--- config.mk ---
export PLATFORM = sky130hd
export DESIGN_NAME = pwm_phase_chan
export DESIGN_NICKNAME = d
export VERILOG_FILES = /design/src/rtl/pwm_sync_pkg.sv /design/src/rtl/pwm_tbase.sv /design/src/rtl/pwm_cmp_shadow.sv /design/src/rtl/pwm_action_qual.sv /design/src/rtl/pwm_sync_gen.sv /design/src/rtl/pwm_phase_chan.sv
export SDC_FILE = /design/constraint.sdc
export NUM_CORES = 1
export LEC_CHECK = 0
export ABC_AREA = 1
export CORE_MARGIN = 2
export CORE_UTILIZATION = 25
export DETAILED_ROUTE_END_ITERATION = 10
export SETUP_SLACK_MARGIN = 0.5
export SLEW_MARGIN = 20
export SYNTH_ARGS = -nofsm -noshare
export SYNTH_HDL_FRONTEND = slang
export SYNTH_SLANG_ARGS = --single-unit
--- constraint.sdc ---
create_clock -name clk -period 1.9 [get_ports clk]
set_input_delay 0.57 -clock clk [delete_from_list [all_inputs] [get_ports clk]]
set_output_delay 0.57 -clock clk [all_outputs]
set_load 0.01 [all_outputs]
--- src/rtl/pwm_sync_pkg.sv ---
// Shared encodings for the phase-synchronized PWM channel.
// Assumes 2-bit code fields on all selector ports.
package pwm_sync_pkg;

    typedef enum logic [1:0] {
        ACT_NONE = 2'b00,
        ACT_CLR  = 2'b01,
        ACT_SET  = 2'b10,
        ACT_TGL  = 2'b11
    } act_e;

    typedef enum logic [1:0] {
        T1_OFF   = 2'b00,
        T1_SYNC  = 2'b01,
        T1_CMPB  = 2'b10,
        T1_OFF2  = 2'b11
    } t1_src_e;

    typedef enum logic [1:0] {
        SO_OFF   = 2'b00,
        SO_ZERO  = 2'b01,
        SO_CMPB  = 2'b10,
        SO_PASS  = 2'b11
    } so_sel_e;

    // Event indices; a higher index has higher priority
    localparam int EV_ZERO = 0;
    localparam int EV_CMPA = 1;
    localparam int EV_T1   = 2;
    localparam int NEV     = 3;

endpackage

--- src/rtl/pwm_tbase.sv ---
// Up-counting time base with phase load on sync and a counter-init.
// Priority: reset, init, phase load, wrap, increment.
// Assumes period fits in CW bits; a phase above period wraps on the next edge.
module pwm_tbase #(
    parameter int CW = 16
) (
    input  logic          clk,
    input  logic          rst_n,
    input  logic          ctr_init,
    input  logic [CW-1:0] ctr_start,
    input  logic [CW-1:0] period,
    input  logic [CW-1:0] phase,
    input  logic          phase_en,
    input  logic          sync_in,
    output logic [CW-1:0] cnt,
    output logic          at_zero
);

    logic phase_load;

    // Qualify sync-in by the phase enable
    always_comb phase_load = phase_en && sync_in;

    // Counter update
    always_ff @(posedge clk) begin
        if (!rst_n)
            cnt <= '0;
        else if (ctr_init)
            cnt <= ctr_start;
        else if (phase_load)
            cnt <= phase;
        else if (cnt >= period)
            cnt <= '0;
        else
            cnt <= cnt + 1'b1;
    end

    // Zero flag for shadow load and events
    always_comb at_zero = (cnt == '0);

endmodule

--- src/rtl/pwm_cmp_shadow.sv ---
// Shadow-to-active copy for NCMP compare values, taken at counter zero.
// During reset the active values follow the inputs, so the first cycle
// after reset already uses the programmed compares.
module pwm_cmp_shadow #(
    parameter int CW   = 16,
    parameter int NCMP = 2
) (
    input  logic                      clk,
    input  logic                      rst_n,
    input  logic                      at_zero,
    input  logic [NCMP-1:0][CW-1:0]   shd,
    output logic [NCMP-1:0][CW-1:0]   act_q
);

    for (genvar g = 0; g < NCMP; g++) begin : g_cmp
        // Copy one shadow value when the counter is at zero
        always_ff @(posedge clk) begin
            if (!rst_n || at_zero)
                act_q[g] <= shd[g];
        end
    end

endmodule

--- src/rtl/pwm_action_qual.sv ---
// Action qualifier: applies the action of the highest-priority event that
// fires with a code other than "none". Higher event index wins.
// A counter-init forces the output low.
module pwm_action_qual
    import pwm_sync_pkg::*;
#(
    parameter int N = 3
) (
    input  logic               clk,
    input  logic               rst_n,
    input  logic               ctr_init,
    input  logic [N-1:0]       ev,
    input  logic [N-1:0][1:0]  act,
    output logic               out_q
);

    logic out_nxt;
    logic taken;

    // Resolve events by priority
    always_comb begin
        out_nxt = out_q;
        taken   = 1'b0;
        for (int i = N - 1; i >= 0; i--) begin
            if (!taken && ev[i] && (act_e'(act[i]) != ACT_NONE)) begin
                taken = 1'b1;
                case (act_e'(act[i]))
                    ACT_CLR: out_nxt = 1'b0;
                    ACT_SET: out_nxt = 1'b1;
                    ACT_TGL: out_nxt = ~out_q;
                    default: out_nxt = out_q;
                endcase
            end
        end
    end

    // Output register
    always_ff @(posedge clk) begin
        if (!rst_n || ctr_init)
            out_q <= 1'b0;
        else
            out_q <= out_nxt;
    end

endmodule

--- src/rtl/pwm_sync_gen.sv ---
// Sync-out source select with a registered one-clock output.
module pwm_sync_gen
    import pwm_sync_pkg::*;
(
    input  logic       clk,
    input  logic       rst_n,
    input  logic [1:0] sel,
    input  logic       at_zero,
    input  logic       cmpb_hit,
    input  logic       sync_in,
    output logic       sync_out
);

    logic src;

    // Pick the sync-out source
    always_comb begin
        case (so_sel_e'(sel))
            SO_ZERO: src = at_zero;
            SO_CMPB: src = cmpb_hit;
            SO_PASS: src = sync_in;
            default: src = 1'b0;
        endcase
    end

    // Register the pulse
    always_ff @(posedge clk) begin
        if (!rst_n)
            sync_out <= 1'b0;
        else
            sync_out <= src;
    end

endmodule

--- src/rtl/pwm_phase_chan.sv ---
// Phase-synchronized PWM channel: time base, shadowed compares, action
// qualifier with a selectable T1 event, and sync-out generation.
// Assumes single-clock operation and synchronous inputs.
module pwm_phase_chan
    import pwm_sync_pkg::*;
#(
    parameter int CW = 16
) (
    input  logic          clk,
    input  logic          rst_n,
    input  logic          ctr_init,
    input  logic [CW-1:0] ctr_start,
    input  logic [CW-1:0] period,
    input  logic [CW-1:0] cmpa,
    input  logic [CW-1:0] cmpb,
    input  logic [CW-1:0] phase,
    input  logic          phase_en,
    input  logic          sync_in,
    input  logic [1:0]    act_zero,
    input  logic [1:0]    act_cmpa,
    input  logic [1:0]    act_t1,
    input  logic [1:0]    t1_src,
    input  logic [1:0]    sync_sel,
    output logic          out_a,
    output logic          sync_out
);

    localparam int NCMP = 2;

    logic [CW-1:0]            cnt;
    logic                     at_zero;
    logic [NCMP-1:0][CW-1:0]  cmp_shd;
    logic [NCMP-1:0][CW-1:0]  cmp_act;
    logic                     cmpa_hit;
    logic                     cmpb_hit;
    logic                     t1_ev;
    logic [NEV-1:0]           ev;
    logic [NEV-1:0][1:0]      act;

    pwm_tbase #(.CW(CW)) u_tb (
        .clk       (clk),
        .rst_n     (rst_n),
        .ctr_init  (ctr_init),
        .ctr_start (ctr_start),
        .period    (period),
        .phase     (phase),
        .phase_en  (phase_en),
        .sync_in   (sync_in),
        .cnt       (cnt),
        .at_zero   (at_zero)
    );

    // Pack the shadow compare inputs
    always_comb begin
        cmp_shd[0] = cmpa;
        cmp_shd[1] = cmpb;
    end

    pwm_cmp_shadow #(.CW(CW), .NCMP(NCMP)) u_cmp (
        .clk     (clk),
        .rst_n   (rst_n),
        .at_zero (at_zero),
        .shd     (cmp_shd),
        .act_q   (cmp_act)
    );

    // Compare matches against the active values
    always_comb begin
        cmpa_hit = (cnt == cmp_act[0]);
        cmpb_hit = (cnt == cmp_act[1]);
    end

    // T1 event source select
    always_comb begin
        case (t1_src_e'(t1_src))
            T1_SYNC: t1_ev = sync_in;
            T1_CMPB: t1_ev = cmpb_hit;
            default: t1_ev = 1'b0;
        endcase
    end

    // Event and action vectors in priority order
    always_comb begin
        ev[EV_ZERO]  = at_zero;
        ev[EV_CMPA]  = cmpa_hit;
        ev[EV_T1]    = t1_ev;
        act[EV_ZERO] = act_zero;
        act[EV_CMPA] = act_cmpa;
        act[EV_T1]   = act_t1;
    end

    pwm_action_qual #(.N(NEV)) u_aq (
        .clk      (clk),
        .rst_n    (rst_n),
        .ctr_init (ctr_init),
        .ev       (ev),
        .act      (act),
        .out_q    (out_a)
    );

    pwm_sync_gen u_so (
        .clk      (clk),
        .rst_n    (rst_n),
        .sel      (sync_sel),
        .at_zero  (at_zero),
        .cmpb_hit (cmpb_hit),
        .sync_in  (sync_in),
        .sync_out (sync_out)
    );

endmodule

==> results of run 1 <==
[metal layers]
| layer | vias to the layer above | track usage, % | wire length [µm] |
|---|---|---|---|
| met4 | 0 | 4.62 | 160 |
| li1 | 1927 | - | - |
| met5 | - | 0 | 0 |
| met1 | 1695 | 18.4 | 4840 |
| met3 | 11 | 3.32 | 900 |
| met2 | 135 | 26.1 | 5290 |
[state kept, by name, summed over array words and instances, names as in the netlist]
name,cells
u_cmp.act_q,32
u_so.sync_out,1
u_tb.cnt,16
u_aq.out_q,1
[area by class of cell]
cell class	instances	area, µm²	area share [%]
inverters	93	404	7.00
clock buffers	6	129	2.23
clock inverters	2	37.5	0.651
flip-flops and latches	50	1360	23.6
well taps	180	225	3.90
repair buffers	137	1390	24.1
multi-input cells	371	2220	38.5
[synthesized netlist by cell type, drive strengths merged]
| library cell | number | area [µm²] |
|---|---|---|
| nand3 | 20 | 105 |
| clkbuf | 3 | 11.3 |
| nand2 | 180 | 681 |
| edfxtp | 32 | 961 |
| or2 | 1 | 6.26 |
| a21o | 1 | 7.51 |
| a21boi | 1 | 7.51 |
| dfxtp | 18 | 360 |
| xor2 | 1 | 8.76 |
| o21a | 1 | 7.51 |
| buf | 8 | 42.5 |
| nor2 | 60 | 253 |
| o21ai | 27 | 139 |
| inv | 93 | 349 |
| o211ai | 1 | 7.51 |
| a21oi | 29 | 145 |
| nor3 | 8 | 51.3 |
| nand4 | 18 | 119 |
| ha | 23 | 288 |
[kinds of logic (layout without fill, tap and decap cells)]
kind of cell             after synthesis  in the layout  synth area share [%]
flip-flops                            50             50                  37.2
AND/OR/NAND/NOR                      287            287                  34.2
XOR/XNOR                               1              1                 0.247
AO/OA/AOI/OAI                         60             60                  8.85
buffers and inverters                104            238                  11.4
adder cells (fa/ha/maj)               23             23                  8.11
[path summary, 6_finish.rpt]
check | from | end | slack, ns
worst min-delay path | u_tb.cnt[2] | u_tb.cnt[2] | 0.72
worst min register to register | u_tb.cnt[2] | u_tb.cnt[2] | 0.72
worst max-delay path | period[13] | u_tb.cnt[9] | 0.22
worst max register to register | u_tb.cnt[9] | u_tb.cnt[9] | 0.22
[report_power, final]
part,internal (µW),leakage (µW),switching (µW)
clock network,622,0.0000771,398
logic,484,0.00209,437
registers,1230,0.000470,84.3
[per-stage QoR]
step	cell area (µm²)	power, µW	utilization (%)	setup slack [ns]	hold WS [ns]
6_report	5770	3260	41.6	0.217	0.715
5_1_grt	5770	3440	41.6	0.137	0.751
4_1_cts	5620	3250	40.5	0.200	0.703
3_5_place_dp	5040	2090	36.3	-0.539	0.706
3_3_place_gp	5040	2060	36.3	-0.492	0.679
2_1_floorplan	3730	1700	-	0.179	0.607
[critical path: stages]
cell and delay (ns):
buf_6 0.09, buf_6 0.12, inv_12 0.04, ha_4 0.19, nand2_2 0.06, inv_2 0.04
nor2_2 0.10, o21ai_2 0.08, a21oi_4 0.22, buf_6 0.15, nand4_1 0.09, a21oi_1 0.14
[repair_timing]
item / 4_1_cts / 5_1_grt
endpoints found under the setup margin: 52 / 50
cloned: 4 / 1
buffers inserted: 11 / 3
gates resized for setup: 152 / 25
pin swaps: 50 / 18
==> results.sh, run 1 <==
export IMPL_worstPathMaxFanout=5
export IMPL_ys_seq_elements=50
export IMPL_drc=0
export IMPL_grt_max_degree=33
export IMPL_grt_pass1_vias=3824
export IMPL_grt_pass1_wl_um=17700
export IMPL_dp_final_hpwl_um=8590
export IMPL_syn_area_per_cell_um2=6.76
export IMPL_fill_cells=1390
export IMPL_peakVddDrop_mv=0.363
export IMPL_gp_congestion=0.874
export IMPL_dr_first_iter_drc_count=230
export IMPL_fin_tns_setup_ns=0
export IMPL_rsz0062_at_grt="yes"
export IMPL_dp_cells=812
export IMPL_max_cap_violations=0
export IMPL_syn_to_final_growth_pct=62.5
export IMPL_cts_max_level=2
export IMPL_skew_ns=0.00534
export IMPL_clk_insertion_delay_late_ns=0.30
export IMPL_slew_viol_final=0
export IMPL_cts_tree="done"
export IMPL_min_period_ns=1.68
export IMPL_fin_cells=839
export IMPL_numCtsBuffers=5
export IMPL_yosys_warnings=0
export IMPL_cp_data_required_time_ns=2.12
export IMPL_path_class="input pin to flip-flop"
export IMPL_rows=43
export IMPL_die_w_um=123
export IMPL_wl_um=11200
export IMPL_r2r_cells=8
export IMPL_portBuffers=96
export IMPL_clock_sinks=50
export IMPL_nets=776
export IMPL_finalSetupViolCount=0
export IMPL_drt_pass1_iter_count=4
export IMPL_slew_limit_headroom_pct=79.7
export IMPL_antennaDiodeCount=0
export IMPL_ys_seq_area_share_pct=37.2
export IMPL_post_route_period_util_pct=88.6
export IMPL_power_leakage_uw=0.00263
export IMPL_cts_hold_buffers=0
export IMPL_cts_buffer_depth=2
export IMPL_fp_dieH_um=123
export IMPL_core_area_um2=13900
export IMPL_antenna_found_initial=0
export IMPL_die_area_um2=15200
export IMPL_hold_class="flip-flop to flip-flop"
export IMPL_synth_cell_types=30
export IMPL_drive_gt1_share_pct=25.5
export IMPL_finalHoldViolCount=0
export IMPL_outcome="finished clean"
export IMPL_netlist_instances=525
export IMPL_fmax_ghz=0.594
export IMPL_p_per_area_nw_per_um2=565
export IMPL_start_util_pct=25.6
export IMPL_wire_per_inst_um=13.3
export IMPL_cts_root_buffer="clkbuf_16"
export IMPL_ant_nets=0
export IMPL_arrival_ns=1.91
export IMPL_globalRouteOverflowTotal=0
export IMPL_tightest_slew_ns=0.302
export IMPL_grt_usage_pct=15.0
export IMPL_holdPathStages=3
export IMPL_cp_end_kind="flip-flop"
export IMPL_final_common_cell="nand2_1"
export IMPL_clkTransAtPathRegs_ns=0.07
export IMPL_synth_fp_nets=643
export IMPL_via_count=3768
export IMPL_viasPerCell=4.49
export IMPL_critPathLaunchType="input pin"
export IMPL_final_cell_mix="nand2_1 (168), clkdlybuf4s50_1 (76), inv_1 (68)"
export IMPL_io_pins=97
export IMPL_synth_cell_area_um2=3550
(Power assumes the default switching activity.)
==> run 2, diff against run 1 <==
PLACE_DENSITY = 0.44   (was unset)
clock period = 2 ns   (was 1.9 ns; I/O delays follow)
==> run 2 against run 1 <==
Net effect:
- hold slack got worse by 0.014 ns
- non-clock buffer count fell by 3
- register-to-register slack better by 0.14 ns
- flip-flop and latch count did not move
- critical path depth fell by 2
- power down 4.4%
- clock-buffer cell count fell by 1
- clock power down 5%
- critical path type unchanged
- critical endpoint is now u_tb.cnt[3]
- largest cell class unchanged
==> results.sh, run 2 (same netlist as run 1, synthesis figures left out) <==
export IMPL_hold_class="flip-flop to flip-flop"
export IMPL_slew_viol_final=0
export IMPL_p_per_area_nw_per_um2=539
export IMPL_ant_nets=0
export IMPL_worstPathMaxFanout=6
export IMPL_post_route_period_util_pct=82.8
export IMPL_cts_tree="done"
export IMPL_antenna_found_initial=0
export IMPL_worstSetupEndpoint="u_tb.cnt[3]"
export IMPL_fin_cells=836
export IMPL_cts_hold_buffers=0
export IMPL_slew_limit_headroom_pct=74.9
export IMPL_final_cell_mix="nand2_1 (165), clkdlybuf4s50_1 (75), inv_1 (69)"
export IMPL_swShare_pct=28.5
export IMPL_gp_congestion=0.799
export IMPL_grt_usage_pct=15.9
export IMPL_pre_cts_ws_ns=-0.485
export IMPL_grt_pass1_wl_um=18400
export IMPL_reg_top3="u_cmp.act_q (32), u_tb.cnt (16)"
export IMPL_skew_ns=0.00733
export IMPL_start_util_pct=25.6
export IMPL_drive_gt1_share_pct=27.4
export IMPL_rrSetupSlack_ns=0.36
export IMPL_fill_cells=1419
export IMPL_tightest_slew_ns=0.376
export IMPL_io_pins=97
export IMPL_syn_to_final_growth_pct=62.9
export IMPL_antennaDiodeCount=0
export IMPL_fp_dieH_um=123
export IMPL_cts_buffer_depth=2
export IMPL_wire_per_inst_um=13.8
export IMPL_die_area_um2=15200
export IMPL_fmax_ghz=0.604
export IMPL_worstSetupStartpoint="period[6]"
export IMPL_max_cap_violations=0
export IMPL_cp_data_required_time_ns=2.19
export IMPL_regMostFlops="u_cmp.act_q"
export IMPL_die_w_um=123
export IMPL_dp_cells=810
export IMPL_cts_root_buffer="clkbuf_16"
export IMPL_globalRouteOverflowTotal=0
export IMPL_dr_first_iter_drc_count=166
export IMPL_largest_reg_flops=32
export IMPL_fin_ws_ns=0.345
export IMPL_comb_power_share_pct=29.0
export IMPL_drt_pass1_iter_count=4
export IMPL_crit_reg2reg_capture="u_tb.cnt[6]"
export IMPL_final_common_cell="nand2_1"
export IMPL_power_leakage_uw=0.00264
export IMPL_arrival_ns=1.84
export IMPL_drc=0
export IMPL_clkTransAtPathRegs_ns=0.07
export IMPL_critPathLaunchType="input pin"
export IMPL_numCtsBuffers=5
export IMPL_cts_max_level=2
export IMPL_via_count=3655
export IMPL_finalSetupViolCount=0
export IMPL_wl_um=11600
export IMPL_clk_insertion_delay_late_ns=0.30
export IMPL_viasPerCell=4.37
export IMPL_grt_max_degree=33
export IMPL_finalHoldViolCount=0
export IMPL_r2r_cells=8
export IMPL_switchingPower_uw=889
export IMPL_outcome="finished clean"
export IMPL_rsz0062_at_grt="yes"
export IMPL_rr_startpoint="u_tb.cnt[10]"
export IMPL_portBuffers=96
export IMPL_seqPwrFrac_pct=40.1
export IMPL_holdWs_ns=0.701
export IMPL_clock_power_share_pct=31.0
export IMPL_rows=43
export IMPL_internal_power_uw=2230
export IMPL_peakVddDrop_mv=0.434
export IMPL_grt_pass1_vias=3620
export IMPL_nets=773
export IMPL_dp_final_hpwl_um=8700
export IMPL_core_area_um2=13900
export IMPL_clock_sinks=50
export IMPL_path_class="input pin to flip-flop"
export IMPL_min_period_ns=1.66
export IMPL_cp_end_kind="flip-flop"
[run 2: changes by cell type in the layout (fill, tap and decap cells not counted), sizes merged]
cell / previous run / this run
clkinvlp: 1 / 0
clkbuf: 7 / 8
bufbuf: 0 / 1
clkdlybuf4s50: 76 / 75
clkinv: 0 / 2
dlygate4sd2: 4 / 2
clkdlybuf4s15: 6 / 3
[run 2: critical path: stages]
cell	delay, ns
clkdlybuf4s15_2	0.19
inv_2	0.05
ha_4	0.27
nand2_4	0.05
nor2_4	0.12
buf_6	0.13
nand3_4	0.11
buf_6	0.16
nand4_1	0.10
a21oi_1	0.07
[run 2: power by group through the flow]
stage,Sequential [µW],Combinational [µW],Clock (µW)
after CTS,1250,893,1000
after global placement,1270,724,0
after detailed placement,1270,732,0
after global routing,1260,997,1030
final,1250,903,966
after floorplan,1240,376,0
[run 2: through the flow]
stage	utilization (%)	area (µm²)	total power (µW)	setup TNS (ns)
2_1_floorplan	-	3730	1620	0
3_3_place_gp	36.4	5050	1990	-7.33
3_5_place_dp	36.4	5050	2000	-7.57
4_1_cts	41.4	5750	3140	0
5_1_grt	41.7	5780	3290	0
6_report	41.7	5780	3120	0
[run 2: how the worst min path moves through the flow]
stage                   endpoint  cells after the start  slack [ns]          from
floorplan            u_tb.cnt[0]                      3        0.61   u_tb.cnt[0]
global placement     u_tb.cnt[0]                      3        0.71   u_tb.cnt[0]
detailed placement   u_tb.cnt[0]                      3        0.70   u_tb.cnt[0]
CTS                 u_tb.cnt[14]                      4        0.71  u_tb.cnt[14]
global route         u_tb.cnt[0]                      4        0.76   u_tb.cnt[0]
finish              u_tb.cnt[14]                      4        0.70  u_tb.cnt[14]
[run 2: final cells by class]
type	instances	area, µm²	share of cell area, %
Inverter	93	402	6.95
Clock inverter	3	40.0	0.692
Multi-Input combinational cell	371	2280	39.4
Tap cell	180	225	3.90
Clock buffer	5	125	2.16
Timing Repair Buffer	134	1350	23.3
Sequential cell	50	1370	23.6
[run 2: repair_timing]
item | in CTS | in global routing
endpoints found under the setup margin | 52 | 52
setup buffers | 14 | 1
pin swaps | 57 | 13
cloned | 3 | 0
resized for setup | 179 | 20
hold endpoints to repair | 0 | 0
[run 2: metal layers]
layer | part of all wire (%) | track usage, % | wire (µm) | vias to the layer above
li1 | - | - | - | 1922
met1 | 48 | 22.0 | 5550 | 1645
met2 | 46 | 25.9 | 5340 | 83
met3 | 4.8 | 2.40 | 555 | 5
met4 | 1.0 | 3.84 | 121 | 0
met5 | 0 | 0 | 0 | -
